===== src/rtl/ufc_pkg.sv =====
package ufc_pkg;
  localparam int CFG_EN      = 0;
  localparam int CFG_RXCLR   = 1;
  localparam int CFG_TXCLR   = 2;
  localparam int CFG_DMA     = 3;
  localparam int CFG_TRIG_LO = 6;

  typedef enum logic [1:0] {
    TRIG_1  = 2'd0,
    TRIG_4  = 2'd1,
    TRIG_8  = 2'd2,
    TRIG_14 = 2'd3
  } trig_sel_e;

  function automatic int unsigned trig_level(input trig_sel_e s);
    case (s)
      TRIG_1:  return 1;
      TRIG_4:  return 4;
      TRIG_8:  return 8;
      default: return 14;
    endcase
  endfunction
endpackage


===== src/rtl/ufc_ctrl_reg.sv =====
module ufc_ctrl_reg
  import ufc_pkg::*;
(
  input  logic      clk,
  input  logic      rst_n,
  input  logic      wr_en,
  input  logic [7:0] wr_data,
  output logic      fifo_en,
  output trig_sel_e trig_sel,
  output logic      dma_mode,
  output logic      rx_clr,
  output logic      tx_clr
);
  logic      en_q, en_d;
  logic      dma_q, dma_d;
  trig_sel_e trig_q, trig_d;
  logic      mode_chg;
  logic      unused_bits;

  assign unused_bits = ^wr_data[5:4];

  always_comb begin
    en_d   = en_q;
    dma_d  = dma_q;
    trig_d = trig_q;
    if (wr_en) begin
      en_d = wr_data[CFG_EN];
      if (wr_data[CFG_EN]) begin
        dma_d  = wr_data[CFG_DMA];
        trig_d = trig_sel_e'(wr_data[CFG_TRIG_LO +: 2]);
      end
    end
  end

  assign mode_chg = wr_en && (wr_data[CFG_EN] != en_q);
  assign rx_clr   = mode_chg || (wr_en && wr_data[CFG_EN] && wr_data[CFG_RXCLR]);
  assign tx_clr   = mode_chg || (wr_en && wr_data[CFG_EN] && wr_data[CFG_TXCLR]);

  always_ff @(posedge clk or negedge rst_n) begin
    if (!rst_n) begin
      en_q   <= 1'b0;
      dma_q  <= 1'b0;
      trig_q <= TRIG_1;
    end else if (wr_en) begin
      en_q   <= en_d;
      dma_q  <= dma_d;
      trig_q <= trig_d;
    end
  end

  assign fifo_en  = en_q;
  assign dma_mode = dma_q;
  assign trig_sel = trig_q;

  // a write without enable keeps the threshold and DMA fields
  p_fields_kept_r2: assert property (@(posedge clk) disable iff (!rst_n)
    (wr_en && !wr_data[CFG_EN]) |=> (trig_sel == $past(trig_sel)) && (dma_mode == $past(dma_mode)));
endmodule


===== src/rtl/ufc_byte_fifo.sv =====
module ufc_byte_fifo #(
  parameter int DW    = 8,
  parameter int DEPTH = 16,
  localparam int AW   = (DEPTH > 1) ? $clog2(DEPTH) : 1,
  localparam int CW   = $clog2(DEPTH + 1)
) (
  input  logic          clk,
  input  logic          rst_n,
  input  logic          clr,
  input  logic          single,
  input  logic          push,
  input  logic [DW-1:0] push_data,
  input  logic          pop,
  output logic [DW-1:0] pop_data,
  output logic [CW-1:0] count,
  output logic          empty,
  output logic          full
);
  logic [DW-1:0] mem [DEPTH];
  logic [AW-1:0] wr_q, wr_d, rd_q, rd_d;
  logic [CW-1:0] cnt_q, cnt_d, cap;
  logic          push_ok, pop_ok;

  function automatic logic [AW-1:0] ptr_inc(input logic [AW-1:0] p);
    return (p == AW'(DEPTH - 1)) ? '0 : p + AW'(1);
  endfunction

  assign cap     = single ? CW'(1) : CW'(DEPTH);
  assign push_ok = push && (cnt_q < cap);
  assign pop_ok  = pop && (cnt_q != '0);

  always_comb begin
    wr_d  = wr_q;
    rd_d  = rd_q;
    cnt_d = cnt_q;
    if (clr) begin
      wr_d  = '0;
      rd_d  = '0;
      cnt_d = '0;
    end else begin
      if (push_ok) wr_d = ptr_inc(wr_q);
      if (pop_ok)  rd_d = ptr_inc(rd_q);
      case ({push_ok, pop_ok})
        2'b10:   cnt_d = cnt_q + CW'(1);
        2'b01:   cnt_d = cnt_q - CW'(1);
        default: cnt_d = cnt_q;
      endcase
    end
  end

  always_ff @(posedge clk or negedge rst_n) begin
    if (!rst_n) begin
      wr_q  <= '0;
      rd_q  <= '0;
      cnt_q <= '0;
    end else begin
      wr_q  <= wr_d;
      rd_q  <= rd_d;
      cnt_q <= cnt_d;
    end
  end

  always_ff @(posedge clk) begin
    if (push_ok && !clr) mem[wr_q] <= push_data;
  end

  assign pop_data = mem[rd_q];
  assign count    = cnt_q;
  assign empty    = (cnt_q == '0);
  assign full     = (cnt_q == cap);

  // occupancy never exceeds the depth
  p_no_overflow_r5: assert property (@(posedge clk) disable iff (!rst_n)
    cnt_q <= CW'(DEPTH));
  // single-byte mode holds one byte at most
  p_single_cap_r6: assert property (@(posedge clk) disable iff (!rst_n)
    single |-> (cnt_q <= CW'(1)));
  // an emptying request leaves the queue empty
  p_clr_empties_r4: assert property (@(posedge clk) disable iff (!rst_n)
    clr |=> (count == '0));
endmodule


===== src/rtl/ufc_rx_timer.sv =====
module ufc_rx_timer #(
  parameter int CTW = 8,
  localparam int TW = CTW + 2
) (
  input  logic           clk,
  input  logic           rst_n,
  input  logic           arm,
  input  logic           restart,
  input  logic           baud_tick,
  input  logic [CTW-1:0] char_ticks,
  output logic           expired
);
  logic [TW-1:0] cnt_q, cnt_d, limit;
  logic          reached;

  assign limit   = {char_ticks, 2'b00};
  assign reached = (cnt_q >= limit) && (char_ticks != '0);

  always_comb begin
    cnt_d = cnt_q;
    if (!arm || restart)
      cnt_d = '0;
    else if (baud_tick && (cnt_q < limit))
      cnt_d = cnt_q + TW'(1);
  end

  always_ff @(posedge clk or negedge rst_n) begin
    if (!rst_n) cnt_q <= '0;
    else        cnt_q <= cnt_d;
  end

  assign expired = arm && reached;

  // a restart drops the timeout on the next cycle
  p_restart_clears_r9: assert property (@(posedge clk) disable iff (!rst_n)
    restart |=> !expired);
endmodule


===== src/rtl/uart_fifo_ctl.sv =====
module uart_fifo_ctl
  import ufc_pkg::*;
#(
  parameter int DW    = 8,
  parameter int DEPTH = 16,
  parameter int CTW   = 8
) (
  input  logic                       clk,
  input  logic                       rst_n,
  input  logic                       cfg_we,
  input  logic [7:0]                 cfg_wdata,
  input  logic                       baud_tick,
  input  logic [CTW-1:0]             char_ticks,
  input  logic                       rx_push,
  input  logic [DW-1:0]              rx_push_data,
  input  logic                       rx_pop,
  output logic [DW-1:0]              rx_pop_data,
  output logic [$clog2(DEPTH+1)-1:0] rx_count,
  output logic                       rx_empty,
  output logic                       rx_full,
  input  logic                       tx_push,
  input  logic [DW-1:0]              tx_push_data,
  input  logic                       tx_pop,
  output logic [DW-1:0]              tx_pop_data,
  output logic [$clog2(DEPTH+1)-1:0] tx_count,
  output logic                       tx_empty,
  output logic                       tx_full,
  output logic                       fifo_en,
  output logic                       dma_mode,
  output logic                       rx_trig_hit,
  output logic                       rx_timeout
);
  localparam int CW   = $clog2(DEPTH + 1);
  localparam int NQ   = 2;
  localparam int Q_RX = 0;
  localparam int Q_TX = 1;

  trig_sel_e     trig_sel;
  logic          rx_clr, tx_clr, rx_act;
  logic [NQ-1:0] q_clr, q_push, q_pop, q_empty, q_full;
  logic [DW-1:0] q_wdata [NQ];
  logic [DW-1:0] q_rdata [NQ];
  logic [CW-1:0] q_count [NQ];

  ufc_ctrl_reg u_ctrl (
    .clk      (clk),
    .rst_n    (rst_n),
    .wr_en    (cfg_we),
    .wr_data  (cfg_wdata),
    .fifo_en  (fifo_en),
    .trig_sel (trig_sel),
    .dma_mode (dma_mode),
    .rx_clr   (rx_clr),
    .tx_clr   (tx_clr)
  );

  assign q_clr[Q_RX]   = rx_clr;
  assign q_clr[Q_TX]   = tx_clr;
  assign q_push[Q_RX]  = rx_push;
  assign q_push[Q_TX]  = tx_push;
  assign q_pop[Q_RX]   = rx_pop;
  assign q_pop[Q_TX]   = tx_pop;
  assign q_wdata[Q_RX] = rx_push_data;
  assign q_wdata[Q_TX] = tx_push_data;

  for (genvar g = 0; g < NQ; g++) begin : g_q
    ufc_byte_fifo #(.DW(DW), .DEPTH(DEPTH)) u_fifo (
      .clk       (clk),
      .rst_n     (rst_n),
      .clr       (q_clr[g]),
      .single    (!fifo_en),
      .push      (q_push[g]),
      .push_data (q_wdata[g]),
      .pop       (q_pop[g]),
      .pop_data  (q_rdata[g]),
      .count     (q_count[g]),
      .empty     (q_empty[g]),
      .full      (q_full[g])
    );
  end

  assign rx_pop_data = q_rdata[Q_RX];
  assign rx_count    = q_count[Q_RX];
  assign rx_empty    = q_empty[Q_RX];
  assign rx_full     = q_full[Q_RX];
  assign tx_pop_data = q_rdata[Q_TX];
  assign tx_count    = q_count[Q_TX];
  assign tx_empty    = q_empty[Q_TX];
  assign tx_full     = q_full[Q_TX];

  assign rx_act = rx_clr || (rx_push && !rx_full) || (rx_pop && !rx_empty);

  logic tmo_raw;
  ufc_rx_timer #(.CTW(CTW)) u_tmr (
    .clk        (clk),
    .rst_n      (rst_n),
    .arm        (fifo_en && !rx_empty),
    .restart    (rx_act),
    .baud_tick  (baud_tick),
    .char_ticks (char_ticks),
    .expired    (tmo_raw)
  );

  assign rx_timeout  = tmo_raw;
  assign rx_trig_hit = fifo_en && (rx_count >= CW'(trig_level(trig_sel)));

  // every change of mode leaves both queues empty
  p_toggle_flush_r3: assert property (@(posedge clk) disable iff (!rst_n)
    (fifo_en != $past(fifo_en)) |-> (rx_empty && tx_empty));
  // single-byte mode raises no receive conditions
  p_nonfifo_quiet_r10: assert property (@(posedge clk) disable iff (!rst_n)
    !fifo_en |-> (!rx_trig_hit && !rx_timeout));
  // a timeout needs waiting receive data
  p_timeout_has_data_r8: assert property (@(posedge clk) disable iff (!rst_n)
    rx_timeout |-> !rx_empty);
endmodule


===== config.mk =====
export PLATFORM = sky130hd
export DESIGN_NAME = uart_fifo_ctl
export DESIGN_NICKNAME = d
export VERILOG_FILES = /design/src/rtl/ufc_pkg.sv /design/src/rtl/ufc_ctrl_reg.sv /design/src/rtl/ufc_byte_fifo.sv /design/src/rtl/ufc_rx_timer.sv /design/src/rtl/uart_fifo_ctl.sv
export SDC_FILE = /design/constraint.sdc
export NUM_CORES = 1
export LEC_CHECK = 0
export BUFFER_PORTS_ARGS = -buffer_cell sky130_fd_sc_hd__buf_2
export CAP_MARGIN = 20
export CORE_ASPECT_RATIO = 1.4
export CORE_UTILIZATION = 61
export CTS_CLUSTER_SIZE = 8
export DETAILED_ROUTE_END_ITERATION = 16
export GPL_ROUTABILITY_DRIVEN = 0
export HOLD_SLACK_MARGIN = 0.02
export PLACE_DENSITY = 0.8
export SLEW_MARGIN = 20
export SYNTH_ARGS = -nofsm -noshare
export SYNTH_HDL_FRONTEND = slang
export SYNTH_SLANG_ARGS = --single-unit

===== constraint.sdc =====
create_clock -name clk -period 4.17 [get_ports clk]
set_clock_uncertainty 0.1 [all_clocks]
set_input_delay 0.834 -clock clk [delete_from_list [all_inputs] [get_ports clk]]
set_output_delay 0.834 -clock clk [all_outputs]
set_load 0.005 [all_outputs]

-- Word-level counts from Yosys, hierarchy flattened
Memory sizes are Yosys's and may differ from the RTL's.
Cells that the tools add are included.
- add/sub/neg operators: 9
- $mul: 0
- divide/modulo/power cells: 0
- $lt $le $gt $ge: 5
- eq/ne operators: 13
- shift-type cells: 0
- mux-type cells: 24
- bitwise operators: 0
- reduce and logical (&&, ||, !) cells: 41
- operators by type and width (cell ; count):
    $mux 4 ; 12
    $mux 10 ; 2
    $pmux 5 s2 ; 2
    $logic_and 1x1->1 ; 17
    $add 4x1->4 const B ; 4
    $eq 4x4->1 const B ; 4
    $mux 5 ; 3
    $pmux 4 s3 ; 1
    $add 10x1->10 const B ; 1
    $add 5x1->5 const B ; 2
    $eq 5x5->1 ; 2
    $ge 10x10->1 ; 1
    $logic_not 5->1 ; 2
    $lt 10x10->1 ; 1
    $lt 5x5->1 ; 2
    $reduce_bool 2->1 ; 5
    $reduce_bool 5->1 ; 2
    $sub 5x1->5 const B ; 2
    $reduce_bool 8->1 ; 1
    $eq 2x1->1 const B ; 3
    $eq 2x2->1 const B ; 3
    $reduce_bool 3->1 ; 2
    $ge 5x5->1 ; 1
    $logic_not 1->1 ; 5
    other kinds (5) ; 12
- flip-flop bits (word level): 40
- latch bits: 0
- memory bits (writable): 256
- ROM bits: 0
- bits of input ports: 40
- output and inout port bits: 34
- word-level logic and storage cells: 104
- memories kept: 2
- memory list (memory ; depth ; width ; rd ports ; clocked after memory_dff ; wr ports ; line ; text):
    g_q[0].u_fifo.mem ; 16 ; 8 ; 1 ; 0 ; 1 ; ufc_byte_fifo.sv:19 ; logic [DW-1:0] mem [DEPTH];
    g_q[1].u_fifo.mem ; 16 ; 8 ; 1 ; 0 ; 1 ; ufc_byte_fifo.sv:19 ;

-- Longest topological paths before layout
- depth after elaboration: 8
- gate-level depth with buffers: 13
- depth with buffers taken out: 13

-- Cells and area by module
From an unflattened synthesis, not the netlist that was laid out.
- cell total of the unflattened synthesis: 785
- area total of the unflattened synthesis: 12886.1 um2
- modules (own cells, without submodules) (module ; instances ; cells an instance ; area each (um2) ; sequential area each (um2)):
    ufc_byte_fifo at g_q[0].u_fifo ; 1 ; 355 ; 5898.2 ; 4169.0
    ufc_byte_fifo at g_q[1].u_fifo ; 1 ; 296 ; 5834.3 ; 4169.0
    ufc_rx_timer ; 1 ; 99 ; 843.3 ; 250.2
    ufc_ctrl_reg ; 1 ; 15 ; 185.2 ; 100.1
    uart_fifo_ctl ; 1 ; 20 ; 125.1 ; 0.0

-- Worst setup path before layout
OpenSTA, ideal clock, no wires.
- path type: reg-to-reg
- start point: register g_q[0].u_fifo.cnt_q[1]
- end point: register g_q[0].u_fifo.cnt_q[4]
- library setup time: 79 ps
- arrival time: 2950 ps
- data required time: 3991 ps
- slack: 1040 ps
- cell stages (with the launch flop): 12
- buffers on the path: 0
- clock period less this slack: 3130 ps
- path through: dfrtp_1 or3_2 nor3_1 nand2b_1 inv_2 ha_1 ha_1 nor2b_1 o21ai_0 a21oi_1 or4_1 a21oi_1
- longest elaborated chain between the ends: 5
- elaborated cells on any way between the ends: 11
- those cells by class: 2 x add/sub; 1 x order compare; 2 x eq/ne; 2 x mux; 4 x reduce/logical
- RTL lines (what ; line ; text):
    from (decl) ; ufc_byte_fifo.sv:21 ; logic [CW-1:0] cnt_q, cnt_d, cap;
    from (signal assigned) ; ufc_byte_fifo.sv:59 ; cnt_q <= cnt_d;
    $lt 5x5->1 or $reduce_bool 5->1 (tied branches) ; ufc_byte_fifo.sv:29, ufc_byte_fifo.sv:30 ;
    $logic_and 1x1->1 (on tied branches) ; ufc_byte_fifo.sv:29, ufc_byte_fifo.sv:30 ;
    $eq 2x1->1 or $eq 2x2->1 (tied branches) ; ufc_byte_fifo.sv:43 ; case ({push_ok, pop_ok})
    $pmux 5 s2 ; ufc_byte_fifo.sv:43 ;
    $mux 5 ; ufc_byte_fifo.sv:36 ; if (clr) begin
Parallel ways exist; a longest one is shown, timed or not.
A chain may end at the register's enable or synchronous reset.

-- Worst setup path after layout
- start point: register g_q[1].u_fifo.rd_q[2]
- end point: output port tx_pop_data[6]
- longest elaborated chain between the ends: 1
- RTL lines (what ; line ; text):
    from (decl) ; ufc_byte_fifo.sv:20 ; logic [AW-1:0] wr_q, wr_d, rd_q, rd_d;
    from (signal assigned) ; ufc_byte_fifo.sv:58 ; rd_q <= rd_d;
    $mem_v2 16x8 ; - ;
    to (decl) ; uart_fifo_ctl.sv:24 ; output logic [DW-1:0] tx_pop_data,
Every way passes these cells.

==> metrics <==
Total GRT Usage about a quarter; RR Endpoint g_q[0].u_fifo.count[4]; layer carrying the most global-route usage met2; status completed; critical-path cell list nor2b_1, buf_4, a221oi_1, a22oi_1, nand2_1, buf_2; relative slew slack a little under two fifths; top post-synthesis cells by count 256 x edfxtp_1, 52 x mux2i_1, 51 x a21oi_1; Post-Syn Nets 920; Rows between 60 and 70; Via density between 6 and 7; post-synthesis sequential area ratio 67.8%; final net count 1,011; R2R cell count 12; Max FO, Critical Path 14; Area Overhead vs Synth 14.1%; Combinational Power Share about 24%; number of synthesized flops with an enable pin between 200 and 300; f_max roughly 290 MHz; Worst-Margin Slew just over 0.9 ns; worst reg-to-reg setup slack a little over 0.7 ns; H-tree levels 2; Cell Area, Synth around 0.013 mm2; Clock power frac between 30% and 40%; ratio of cells with drive above 1 in the final layout 20.4%; power per standard cell area between 500 and 600 mW/mm2; VDD IR max slightly below 0.0004 V; Core Area roughly 0.021 mm2; leakage between 5 and 6 nW; die area between 0.02 and 0.025 mm2; fin worst setup slack 0.717 ns; Root Buffer clkbuf_16; Worst path slowest cell dfrtp_1; crit-path max cell delay just over 0.6 ns; Final Setup Violations 0; WL final 25.2 mm; Setup WS pre-CTS approximately 0.73 ns; unique cell type count in the Yosys netlist between 40 and 50; sequential power share between 40% and 50%; Req. time, crit path approximately 3.2 ns; Setup Crit Path Kind flip-flop to output pin; clock sink count ~300; synth warn 0; Mapped Cells about 840; Final Cell Area between 0.01 and 0.015 mm2; RSZ-0062 raised after global routing no; Antenna Nets Post-Route 0; Sw Share between 20% and 30%; first-pass GRT wire length between 40 and 50 mm; CTS Buffer Depth 3; Crit. End Element output pin; Port-buffer cells 71; initial antenna violation count 1; post-CTS setup buffers 0; worst reg2reg path startpoint u_ctrl.fifo_en; GR Util met3 3.67%; clock buffer count from CTS 42; M2 GR Usage 46.6%; 1st-iter DRT viols roughly 640; most frequent cell after synthesis edfxtp_1; total power around 0.0086 W; dpl cell area about 0.013 mm2; final hold vios 0; top cells by area, synth edfxtp_1 60%, dfrtp_1 7.8%, mux4_2 5.6%; largest area contributor in the synthesized netlist edfxtp_1; Initial Util about 62%; CTS tree built; Pint 0.00619 W; async set-reset flop share out of synthesis a little over an eighth; DP Wirelength 16.7 mm; Clock transition at path regs about 0.050 ns; Worst Hold Class input port to async pin; DR WL/cell 21.0 um; die height about 170 um; post-cts gate resize count 0; DRC 0; Max-Cap Viols 0; final setup TNS 0 ns; ys flop type edfxtp_1; Chip Width ~120 um; I/O pin cnt 74; remaining global-route overflow 0; M1 GR Usage 27.3%; switching power 0.00241 W; share of the clock period used by the worst path just over 80%; Slew Viols, Final 0; number of global-route vias before repair a little under 8,000; DR vias 7,277; # hold bufs at CTS 0; largest net degree at the start of global routing 54; top cell type's share of synthesized area 60.0%; CP arrival around 2.5 ns; syn_area_per_cell approximately 15 um2; Synth Register Bits between 200 and 300; Fillers approximately 1,300; CP Launch Type flip-flop; Worst-Skew Late Latency 0.52 ns; Pre-Repair DR Iteration Count 5; minimum clock period 3.45 ns
-- metrics by stage --
stage | utilization (%) | hold slack, ns | instances
after floorplan | - | 0.404 | 842
after global placement | 65.5 | 0.386 | 1145
after detailed placement | 65.5 | 0.390 | 1145
after CTS | 71.1 | 0.387 | 1202
after global routing | 71.1 | 0.409 | 1203
final | 71.1 | 0.361 | 1203
-- worst max-delay path by stage --
stage / cells after the start / from / slack, ns / to
3_5_place_dp: 12 / u_ctrl.fifo_en / 0.73 / g_q[0].u_fifo.count[4]
5_1_grt: 12 / u_ctrl.fifo_en / 0.47 / g_q[1].u_fifo.count[4]
2_1_floorplan: 11 / g_q[0].u_fifo.count[1] / 1.04 / g_q[0].u_fifo.count[4]
3_3_place_gp: 12 / u_ctrl.fifo_en / 0.83 / g_q[0].u_fifo.count[4]
6_report: 6 / g_q[1].u_fifo.rd_q[2] / 0.72 / tx_pop_data[6]
4_1_cts: 6 / g_q[1].u_fifo.rd_q[2] / 0.71 / tx_pop_data[5]
-- area by class of cell --
type | count | area, um2 | share of cell area (%)
clock buffer | 54 | 1100 | 7.50
inverter | 31 | 116 | 0.796
antenna | 1 | 2.50 | 0.0171
tap | 256 | 320 | 2.19
multi-input combinational | 478 | 3860 | 26.4
sequential | 296 | 8690 | 59.4
clock inverter | 3 | 55.1 | 0.376
timing repair buffer | 84 | 478 | 3.27
-- cell families (layout without fill, tap and decap cells) --
kind of cell	count (synthesis)	after routing	synth area share, %
compound gates	157	157	7.60
xor+xnor	8	8	0.547
fa+ha+maj	38	38	3.83
buf+inv	68	172	2.09
flops	296	296	67.8
mux	103	103	11.4
other cells	0	1	0
simple gates	172	172	6.81
-- state kept, by name, summed over array words and instances, names as in the netlist --
| signal | count |
|---|---|
| g_q.u_fifo.count | 10 |
| g_q.u_fifo.mem | 256 |
| g_q.u_fifo.rd_q | 8 |
| g_q.u_fifo.wr_q | 8 |
| u_ctrl.dma_mode | 1 |
| u_ctrl.fifo_en | 1 |
| u_ctrl.trig_sel | 2 |
| u_tmr.cnt_q | 10 |
-- critical path, delay by kind of cell (launching register included) --
family,cells,cell delay (ns)
buffers and inverters,2,0.43
AOI/OAI and AO/OA,2,0.36
DFF,1,0.62
and+or+nand+nor,2,0.59
-- layer usage --
layer / up-vias / wire (um)
met5: - / 0
met4: 0 / 584
met3: 46 / 889
met2: 163 / 14400
met1: 3628 / 9320
li1: 3440 / -
-- layout by cell type (no fill, tap or decap), drive strengths merged, types with 2 or more instances in the layout --
cell type and instances:
a21o 4, a21oi 54, a221oi 17, a22oi 16, a31o 2, a31oi 8, and2 20, and3 3
buf 84, clkbuf 54, clkinv 2, dfrtp 40, edfxtp 256, fa 2, ha 36, inv 32
mux2 19, mux2i 52, mux4 32, nand2 44, nand2b 7, nand3 9, nand4 2, nor2 42
nor2b 9, nor3 14, nor3b 2, nor4 2, o21ai 45, o31ai 7, or3 4, or4 8
or4b 2, xnor2 2, xor2 6
-- power by group through the flow --
stage | sequential (W) | combinational (W) | clock (W)
after CTS | 0.00352 | 0.00213 | 0.00303
after detailed placement | 0.00357 | 0.00210 | 0
after global routing | 0.00354 | 0.00233 | 0.00316
after global placement | 0.00357 | 0.00204 | 0
after floorplan | 0.00352 | 0.00153 | 0
final | 0.00352 | 0.00210 | 0.00298
Power figures use the tool's default switching activity.
